### src/rtl/fpas_pkg.sv
package fpas_pkg;

  // Operation select as seen on op_sub
  typedef enum logic {
    OP_ADD = 1'b0,
    OP_SUB = 1'b1
  } fpas_op_e;

  // Normalization path chosen for a raw magnitude
  typedef enum logic [1:0] {
    NRM_ZERO  = 2'd0,
    NRM_CARRY = 2'd1,
    NRM_SHIFT = 2'd2
  } fpas_norm_e;

endpackage

### src/rtl/fpas_unpack.sv
module fpas_unpack #(
  parameter  int EXP_W = 8,
  parameter  int MAN_W = 7,
  localparam int FW    = 1 + EXP_W + MAN_W,
  localparam int SW    = MAN_W + 1
) (
  input  logic [FW-1:0]    word,
  input  logic             flip,
  output logic             sign,
  output logic [EXP_W-1:0] expo,
  output logic [SW-1:0]    sig
);

  logic [MAN_W-1:0] frac;
  logic             is_zero;

  always_comb begin
    frac    = word[MAN_W-1:0];
    expo    = word[FW-2:MAN_W];
    is_zero = (expo == '0);
    sign    = word[FW-1] ^ flip;
    // hidden one restored; a zero exponent means the value zero
    sig     = is_zero ? '0 : {1'b1, frac};
  end

endmodule

### src/rtl/fpas_align.sv
module fpas_align #(
  parameter  int EXP_W = 8,
  parameter  int MAN_W = 7,
  localparam int SW    = MAN_W + 1,
  localparam int WW    = 2 * SW
) (
  input  logic             sign_a,
  input  logic [EXP_W-1:0] exp_a,
  input  logic [SW-1:0]    sig_a,
  input  logic             sign_b,
  input  logic [EXP_W-1:0] exp_b,
  input  logic [SW-1:0]    sig_b,
  output logic             big_sign,
  output logic [EXP_W-1:0] big_exp,
  output logic [WW:0]      raw
);

  logic             a_major;
  logic             minor_sign;
  logic [EXP_W-1:0] minor_exp;
  logic [EXP_W-1:0] gap;
  logic [SW-1:0]    sig_major;
  logic [SW-1:0]    sig_minor;
  logic [WW-1:0]    w_major;
  logic [WW-1:0]    w_minor;
  logic             opposite;

  always_comb begin
    // magnitude order: exponent first, then significand; ties keep A
    a_major    = (exp_a > exp_b) || ((exp_a == exp_b) && (sig_a >= sig_b));
    big_sign   = a_major ? sign_a : sign_b;
    big_exp    = a_major ? exp_a  : exp_b;
    sig_major  = a_major ? sig_a  : sig_b;
    minor_sign = a_major ? sign_b : sign_a;
    minor_exp  = a_major ? exp_b  : exp_a;
    sig_minor  = a_major ? sig_b  : sig_a;
    gap        = big_exp - minor_exp;

    w_major = {sig_major, {SW{1'b0}}};
    if (gap >= EXP_W'(WW)) begin
      w_minor = '0;
    end else begin
      w_minor = {sig_minor, {SW{1'b0}}} >> gap;
    end

    opposite = big_sign ^ minor_sign;
    if (opposite) begin
      raw = {1'b0, w_major} - {1'b0, w_minor};
    end else begin
      raw = {1'b0, w_major} + {1'b0, w_minor};
    end
  end

endmodule

### src/rtl/fpas_norm.sv
module fpas_norm
  import fpas_pkg::*;
#(
  parameter  int EXP_W = 8,
  parameter  int MAN_W = 7,
  localparam int SW    = MAN_W + 1,
  localparam int WW    = 2 * SW,
  localparam int LZW   = $clog2(WW + 1),
  localparam int FW    = 1 + EXP_W + MAN_W,
  localparam int EWX   = EXP_W + 2
) (
  input  logic             sign_in,
  input  logic [EXP_W-1:0] exp_in,
  input  logic [WW:0]      raw,
  output logic [FW-1:0]    word
);

  logic [LZW-1:0]   lz;
  logic             found;
  fpas_norm_e       act;
  logic [WW-1:0]    shl;
  logic [EWX-1:0]   e_calc;
  logic [MAN_W-1:0] man;
  logic             under;
  logic             over;

  // leading-zero count over the window below the carry bit
  always_comb begin
    lz    = LZW'(WW);
    found = 1'b0;
    for (int i = WW - 1; i >= 0; i--) begin
      if (!found && raw[i]) begin
        lz    = LZW'(WW - 1 - i);
        found = 1'b1;
      end
    end
  end

  always_comb begin
    shl = raw[WW-1:0] << lz;
    if (raw == '0) begin
      act = NRM_ZERO;
    end else if (raw[WW]) begin
      act = NRM_CARRY;
    end else begin
      act = NRM_SHIFT;
    end

    case (act)
      NRM_CARRY: begin
        e_calc = {2'b00, exp_in} + EWX'(1);
        man    = MAN_W'(raw >> (WW - MAN_W));
      end
      NRM_SHIFT: begin
        e_calc = {2'b00, exp_in} - EWX'(lz);
        man    = MAN_W'(shl >> (WW - 1 - MAN_W));
      end
      default: begin
        e_calc = '0;
        man    = '0;
      end
    endcase

    under = e_calc[EWX-1] || (e_calc == '0);
    over  = !e_calc[EWX-1] && e_calc[EXP_W];

    if (act == NRM_ZERO || under) begin
      word = '0;
    end else if (over) begin
      word = {sign_in, {EXP_W{1'b1}}, {MAN_W{1'b1}}};
    end else begin
      word = {sign_in, e_calc[EXP_W-1:0], man};
    end
  end

endmodule

### src/rtl/fpas_top.sv
module fpas_top
  import fpas_pkg::*;
#(
  parameter  int EXP_W = 8,
  parameter  int MAN_W = 7,
  localparam int FW    = 1 + EXP_W + MAN_W,
  localparam int SW    = MAN_W + 1,
  localparam int WW    = 2 * SW
) (
  input  logic          clk,
  input  logic          rst_n,
  input  logic          in_valid,
  input  logic          op_sub,
  input  logic [FW-1:0] opnd_a,
  input  logic [FW-1:0] opnd_b,
  output logic          out_valid,
  output logic [FW-1:0] out_result
);

  fpas_op_e         op_sel;
  logic             flip_b;
  logic             sa, sb, big_sign;
  logic [EXP_W-1:0] ea, eb, big_exp;
  logic [SW-1:0]    siga, sigb;
  logic [WW:0]      raw;
  logic [FW-1:0]    sum_word;
  logic             vld_d, vld_q;
  logic [FW-1:0]    res_d, res_q;

  assign op_sel = fpas_op_e'(op_sub);
  assign flip_b = (op_sel == OP_SUB);

  fpas_unpack #(.EXP_W(EXP_W), .MAN_W(MAN_W)) u_unpack_a (
    .word(opnd_a), .flip(1'b0), .sign(sa), .expo(ea), .sig(siga)
  );

  fpas_unpack #(.EXP_W(EXP_W), .MAN_W(MAN_W)) u_unpack_b (
    .word(opnd_b), .flip(flip_b), .sign(sb), .expo(eb), .sig(sigb)
  );

  fpas_align #(.EXP_W(EXP_W), .MAN_W(MAN_W)) u_align (
    .sign_a(sa), .exp_a(ea), .sig_a(siga),
    .sign_b(sb), .exp_b(eb), .sig_b(sigb),
    .big_sign(big_sign), .big_exp(big_exp), .raw(raw)
  );

  fpas_norm #(.EXP_W(EXP_W), .MAN_W(MAN_W)) u_norm (
    .sign_in(big_sign), .exp_in(big_exp), .raw(raw), .word(sum_word)
  );

  // next state: load result only under the input strobe
  always_comb begin
    vld_d = in_valid;
    res_d = res_q;
    if (in_valid) begin
      res_d = sum_word;
    end
  end

  always_ff @(posedge clk or negedge rst_n) begin
    if (!rst_n) begin
      vld_q <= 1'b0;
      res_q <= '0;
    end else begin
      vld_q <= vld_d;
      res_q <= res_d;
    end
  end

  assign out_valid  = vld_q;
  assign out_result = res_q;

  // strobe reaches the output one edge later
  assert_valid_rise_R10: assert property (@(posedge clk) disable iff (!rst_n)
    in_valid |=> out_valid);
  assert_valid_fall_R10: assert property (@(posedge clk) disable iff (!rst_n)
    !in_valid |=> !out_valid);
  assert_hold_R10: assert property (@(posedge clk) disable iff (!rst_n)
    !in_valid |=> $stable(out_result));

  // exact cancellation yields +0
  assert_cancel_zero_R7: assert property (@(posedge clk) disable iff (!rst_n)
    (in_valid && op_sub && (opnd_a == opnd_b)) |=> (out_result == '0));

  // any zero-exponent output is the canonical +0 word
  assert_zero_canon_R9: assert property (@(posedge clk) disable iff (!rst_n)
    (out_valid && (out_result[FW-2:MAN_W] == '0)) |-> (out_result == '0));

  // a zero B leaves a nonzero A untouched
  assert_zero_b_R11: assert property (@(posedge clk) disable iff (!rst_n)
    (in_valid && (opnd_b[FW-2:MAN_W] == '0) && (opnd_a[FW-2:MAN_W] != '0))
    |=> (out_result == $past(opnd_a)));

  // like effective signs keep that sign
  assert_like_sign_R3: assert property (@(posedge clk) disable iff (!rst_n)
    (in_valid && (opnd_a[FW-2:MAN_W] != '0) && (opnd_b[FW-2:MAN_W] != '0) &&
     (opnd_a[FW-1] == (opnd_b[FW-1] ^ op_sub)))
    |=> (out_result[FW-1] == $past(opnd_a[FW-1])));

endmodule

### config.mk
export PLATFORM = sky130hd
export DESIGN_NAME = fpas_top
export DESIGN_NICKNAME = d
export VERILOG_FILES = /design/src/rtl/fpas_pkg.sv /design/src/rtl/fpas_unpack.sv /design/src/rtl/fpas_align.sv /design/src/rtl/fpas_norm.sv /design/src/rtl/fpas_top.sv
export SDC_FILE = /design/constraint.sdc
export NUM_CORES = 1
export LEC_CHECK = 0
export CAP_MARGIN = 20
export CORE_MARGIN = 5
export CORE_UTILIZATION = 45
export DETAILED_ROUTE_END_ITERATION = 8
export DONT_BUFFER_PORTS = 1
export PLACE_DENSITY = 0.61
export SLEW_MARGIN = 30
export SYNTH_ARGS = -nofsm -noshare
export SYNTH_HDL_FRONTEND = slang
export SYNTH_SLANG_ARGS = --single-unit
### constraint.sdc
create_clock -name clk -period 1.09 [get_ports clk]
set_input_delay 0.327 -clock clk [delete_from_list [all_inputs] [get_ports clk]]
set_output_delay 0.327 -clock clk [all_outputs]
set_load 0.05 [all_outputs]
Yosys cells after proc, flatten, opt, wreduce, memory -nomap -nowiden
Index checks and enable logic that the tools add are counted.

storage, ports and cells
  register bits = 17
  logic and storage cells = 105
  output and inout port bits = 17
  input port bits = 36

operators by class
  reductions and logical operators = 41
  shift-type cells = 2
  bitwise operators = 2
  magnitude comparators = 3
  add/subtract/negate cells = 5
  equality and inequality tests = 3
  muxes and demuxes = 47

operators with widths
  cell                                                                    count
  5-bit 2-to-1 mux                                                        16
  8-bit 2-to-1 mux                                                        6
  16-bit 2-to-1 mux                                                       2
  10-bit case mux with 2 select lines                                     1
  16-bit by 16-bit adder with 17-bit output                               1
  1-bit logical AND                                                       17
  17-bit zero test                                                        1
  1-bit 2-to-1 mux                                                        17
  17-bit 2-to-1 mux                                                       1
  16-bit by 16-bit subtractor with 17-bit output                          1
  1-bit zero test                                                         16
  8-bit zero test                                                         2
  16-bit by 5-bit << shifter with 15-bit output                           1
  16-bit by 8-bit >> shifter with 16-bit output                           1
  15-bit 2-to-1 mux                                                       1
  7-bit case mux with 2 select lines                                      1
  10-bit zero test                                                        1
  8-bit by 1-bit adder with 9-bit output (second input constant)          1
  8-bit by 5-bit subtractor with 9-bit output                             1
  8-bit equality test                                                     1
  8-bit by 5-bit >= comparator with 1-bit output (second input constant)  1
  8-bit >= comparator                                                     1
  8-bit > comparator                                                      1
  8-bit subtractor                                                        1
  other kinds (6)                                                         10

Logic depth before layout (Yosys ltp)
  depth in word-level cells = 63
  depth in mapped cells = 63
  depth with buffers taken out = 55

Modules after synthesis
From an unflattened synthesis, not the netlist that was laid out.

unflattened totals
  cells, all modules = 740
  area, all modules = 5491.5 µm²

modules (own cells, without submodules)
  module       seq. area each (µm²)  cells an instance  area each (µm²)  times used
  fpas_align   0.0                   438                2877.8           1
  fpas_norm    0.0                   228                1635.3           1
  fpas_top     425.4                 36                 678.2            1
  fpas_unpack  0.0                   19                 150.1            2

Worst setup path after synthesis
No wires, ideal clock.

  kind = input -> register
  start point = in opnd_a[7]
  end point = reg res_q[3] (netlist: out_result[3])
  arrival time = 11326 ps
  path buffers = 9
  data required time = 956 ps
  stages = 61
  slack = -10370 ps
  cell sequence = nor4_1 > and2_1 > clkbuf_1 > inv_1 > clkbuf_1 > and2_1 > ha_1 > a211o_1 > a2111oi_4 > o21a_4 > a21oi_2 > buf_2 > buf_1 > clkbuf_1 > clkbuf_1 > a21oi_1 > ha_1 > a221oi_2 > [... 25 more ...] > o21ba_2 > clkbuf_1 > ha_1 > nor2b_1 > o21ai_0 > nand2b_1 > a21oi_1 > nand2_1 > xor2_1 > or4_1 > nor3_1 > a31oi_1 > a31oi_1 > nand2b_1 > nor2_1 > and2_1 > a32oi_1 > o211ai_1

between the ends
  word-level cells in the longest chain between the ends = 63

RTL lines
  element                                                                                                          RTL line                            text
  start, declared                                                                                                  fpas_top.sv:14                      input logic [FW-1:0] opnd_a,
  8-bit zero test                                                                                                  fpas_unpack.sv:20                   is_zero = (expo == '0);
  8-bit 2-to-1 mux                                                                                                 fpas_unpack.sv:23                   sig = is_zero ? '0 : {1'b1, frac};
  8-bit >= comparator                                                                                              fpas_align.sv:30                    a_major = (exp_a > exp_b) || ((exp_a == exp_b) && (sig_a >= sig_b));
  1-bit logical AND                                                                                                fpas_align.sv:30
  1-bit logical OR                                                                                                 fpas_align.sv:30
  8-bit 2-to-1 mux (on tied branches)                                                                              fpas_align.sv:32, fpas_align.sv:35
  8-bit subtractor                                                                                                 fpas_align.sv:37                    gap = big_exp - minor_exp;
  8-bit by 5-bit >= comparator with 1-bit output or 16-bit by 8-bit >> shifter with 16-bit output (tied branches)  fpas_align.sv:40, fpas_align.sv:43
  [... 47 more ...]                                                                                                n/a
  1-bit logical AND                                                                                                fpas_norm.sv:32                     if (!found && raw[i]) begin
  5-bit 2-to-1 mux                                                                                                 fpas_norm.sv:32
  8-bit by 5-bit subtractor with 9-bit output                                                                      fpas_norm.sv:55                     e_calc = {2'b00, exp_in} - EWX'(lz);
  10-bit case mux with 2 select lines                                                                              fpas_norm.sv:49                     case (act)
  10-bit zero test or 1-bit zero test (tied branches)                                                              fpas_norm.sv:64, fpas_norm.sv:65
  1-bit logical OR or 1-bit logical AND (tied branches)                                                            fpas_norm.sv:64, fpas_norm.sv:65
  1-bit logical OR or 15-bit 2-to-1 mux (tied branches)                                                            fpas_norm.sv:67, fpas_norm.sv:69
  16-bit 2-to-1 mux *                                                                                              fpas_norm.sv:67                     if (act == NRM_ZERO || under) begin
  end signal, assigned                                                                                             fpas_top.sv:66                      res_q <= res_d;
  end, declared                                                                                                    fpas_top.sv:28                      logic [FW-1:0] res_d, res_q;

Every way passes the cells marked *; elsewhere a longest branch is shown, timed or not.
A chain may end at the register's enable or synchronous reset.

Final worst setup path
  start point = in opnd_a[13]
  end point = reg res_q[1] (netlist: out_result[1])

The elaborated chain is that of the path after synthesis.

==> flow_summary.toml <==
[setup_path]
path_common_cell = "buf_4"
cp_max_fo = 6
critPathKind = "input pin to flip-flop"
slowest_delay_ns = 0.56
r2r_end = "out_result[1]"
worst_setup_path_start_kind = "input pin"
r2r_slack_ns = 0.02
crit_slowest_cell = "or4b_4"
cp-startpoint = "opnd_a[13]"
reg2reg_depth = 4
required_ns = 1.25
r2r-start = "out_result[1]"
end_kind = "flip-flop"
arrival_ns = 9.95

[status]
status = "finished, violations left"
violations = "setup timing"

[routing]
drc = 0
postRouteAntennaNets = 0
wl_per_cell_um = 17.6
dr.pass1.iters = 5
num_vias = 7136
via_per_inst = 5.88
finalWirelength_um = 21300
drt_iter0_markers = 460

[cts]
clock_sinks = 17
tritoncts = "done"
cts.clk_slew.worst_paths_ns = 0.05
cts_root_buffer = "clkbuf_16"
cts_buffers = 3
htree_levels = 1
cts_buffer_depth = 2
clk_latency_ns = 0.24

[synth]
ys_seq_elements = 17
yosysWarnings = 0
synth_cells = 784
ys_types = 88
yosysSeqAreaShare_pct = 7.55
synth_area_leaders = "ha_1, mux2i_1, dfrtp_1"
syn_area_per_cell_sq_um = 7.18
yosys.area.top_type = "ha_1"
async_flop_share_pct = 100
ys.flop_type = "dfrtp_1"
post-synth-top-count-cell = "nand2_1"
synth_common_cells = "nand2_1, nor2_1, a21oi_1, mux2i_1, o21ai_0"
synth_edf_count = 0
syn_area_sq_um = 5630
syn-num-nets = 862
synth_top_area_share_pct = 8.88

[cells_and_area]
fillerInstances = 985
finish.instance_area_sq_um = 8560
syn_to_final_growth_pct = 52.0
multi_input_area_sq_um = 5270
nets = 1125
drive_gt1_share_pct = 41.0
diodes = 0
seq_area_sq_um = 437
final_cells = 1214

[floorplanning]
rows = 40
pin_count = 53
die_area_sq_um = 14900
start_util_pct = 46.3
coreArea_sq_um = 12200
dieWidth_um = 122
die_y_um = 122

[pwr]
peakVddDrop_v = 0.000795
cellPowerDensity_nw_per_um2 = 1500
leakagePower_nw = 3.92

[placement]
hpwl_um = 17100
dp_slack_ns = -9.29
gp_congestion = 0.953
dpl-instance-area_sq_um = 7900
port_buffers = 0
placedCellCount = 1180

[grt]
antenna_found_initial = 0
grt_pass1_wl_um = 34000
track_usage_pct = 27.4
grt_start_max_net_pins = 23
first_global_vias = 6931
overflow = 0

[timing]
maxSlewViolCount = 0
timing.final.crit_share_pct = 899
fmax_ghz = 0.102
rsz0062_at_grt = "yes"
hold_viol = 0
worst_pin_slew_ns = 0.811
timing.slew.headroom_pct = 45.3
final-setup-viol-count = 32
worst_slack_ns = -8.70
period_minus_slack_ns = 9.79
skew_ns = 0

[hold_path]
hold_depth = 0
min_to = "out_valid"
hp-start = "in_valid"
min_path_type = "input pin to flip-flop"

[job]
maxCapViolCount = 0
-- cell families after synthesis --
family,share of synthesized area (%)
AO/OA/AOI/OAI,32.6
flip-flops,7.55
XOR/XNOR,4.98
buffers and inverters,6.53
AND/OR/NAND/NOR,25.2
multiplexers,13.5
adder cells (fa/ha/maj),9.60
-- worst max-delay path by stage --
stage                          to  slack (ns)  cells past startpoint
global route        out_result[1]       -9.11                     56
finish              out_result[1]       -8.70                     56
detailed placement  out_result[3]       -9.29                     56
global placement    out_result[3]       -9.10                     55
floorplan           out_result[3]       -9.67                     63
CTS                 out_result[1]       -8.64                     56
-- cell type report --
class	count	share of cell area [%]
Inverter	42	1.90
Timing Repair Buffer	303	28.0
Timing Repair inverter	1	0.0584
Sequential cell	17	5.10
Multi-Input combinational cell	679	61.5
Tap cell	168	2.45
Clock buffer	4	0.921
-- sequential cells by signal, summed over array words and instances (netlist names) --
signal,flops
out_result,16
out_valid,1
-- where the power goes --
part | internal, mW | total, mW | switching, mW
registers | 0.899 | 1.56 | 0.664
logic | 5.19 | 10.6 | 5.38
clock network | 0.496 | 0.731 | 0.235
total | 6.58 | 12.9 | 6.28
-- per-layer routing --
metal | global-route usage, % | up-vias | routed length, um
met5 | 0 | - | 0
met4 | 6.58 | 0 | 535
met3 | 4.41 | 42 | 1360
met2 | 46.8 | 292 | 10300
met1 | 36.1 | 3354 | 9160
li1 | - | 3448 | -
-- worst max-delay path: cells and delay by family --
family / cells / cell delay (ns)
AND/OR/NAND/NOR: 16 / 3.12
buffers and inverters: 7 / 0.73
adder cells (fa/ha/maj): 5 / 1.03
XOR/XNOR: 1 / 0.26
AO/OA/AOI/OAI: 27 / 4.47
-- per-stage QoR --
stage          hold WS [ns]  util (%)  power (mW)  setup TNS (ns)
6_report              0.109      70.4        12.9         -137.74
4_1_cts               0.106      67.6        12.4         -137.84
3_3_place_gp         0.0319      65.0        11.1         -143.37
2_1_floorplan        0.0314         -        7.02         -152.36
5_1_grt              0.0977      70.4        13.7         -144.46
3_5_place_dp         0.0319      65.0        11.2         -146.21
-- layout by cell type (no fill, tap or decap), types with 9 or more instances in the layout --
cell and count:
inv_1 38, and2_1 14, buf_6 9, xnor2_1 17
a21o_1 15, o21ai_1 9, o211ai_1 12, a211oi_1 11
a31oi_1 18, o21ai_0 43, dfrtp_2 9, ha_1 32
nand3_1 23, nor2b_1 11, nor3_1 15, and3_1 9
nand2b_1 13, a21oi_1 49, nand2_1 75, mux2i_1 50
nor2_1 56, buf_4 286
-- repair_timing --
action / 4_1_cts / 5_1_grt
endpoints found under the setup margin: 33 / 50
endpoints found under the hold margin: 17 / 0
pin swaps: 32 / 20
gates resized for setup: 32 / 41
hold buffers: 1 / 0
gates cloned: 0 / 1
buffers inserted: 13 / 15
Note: power is estimated with default switching activity, not from simulation.
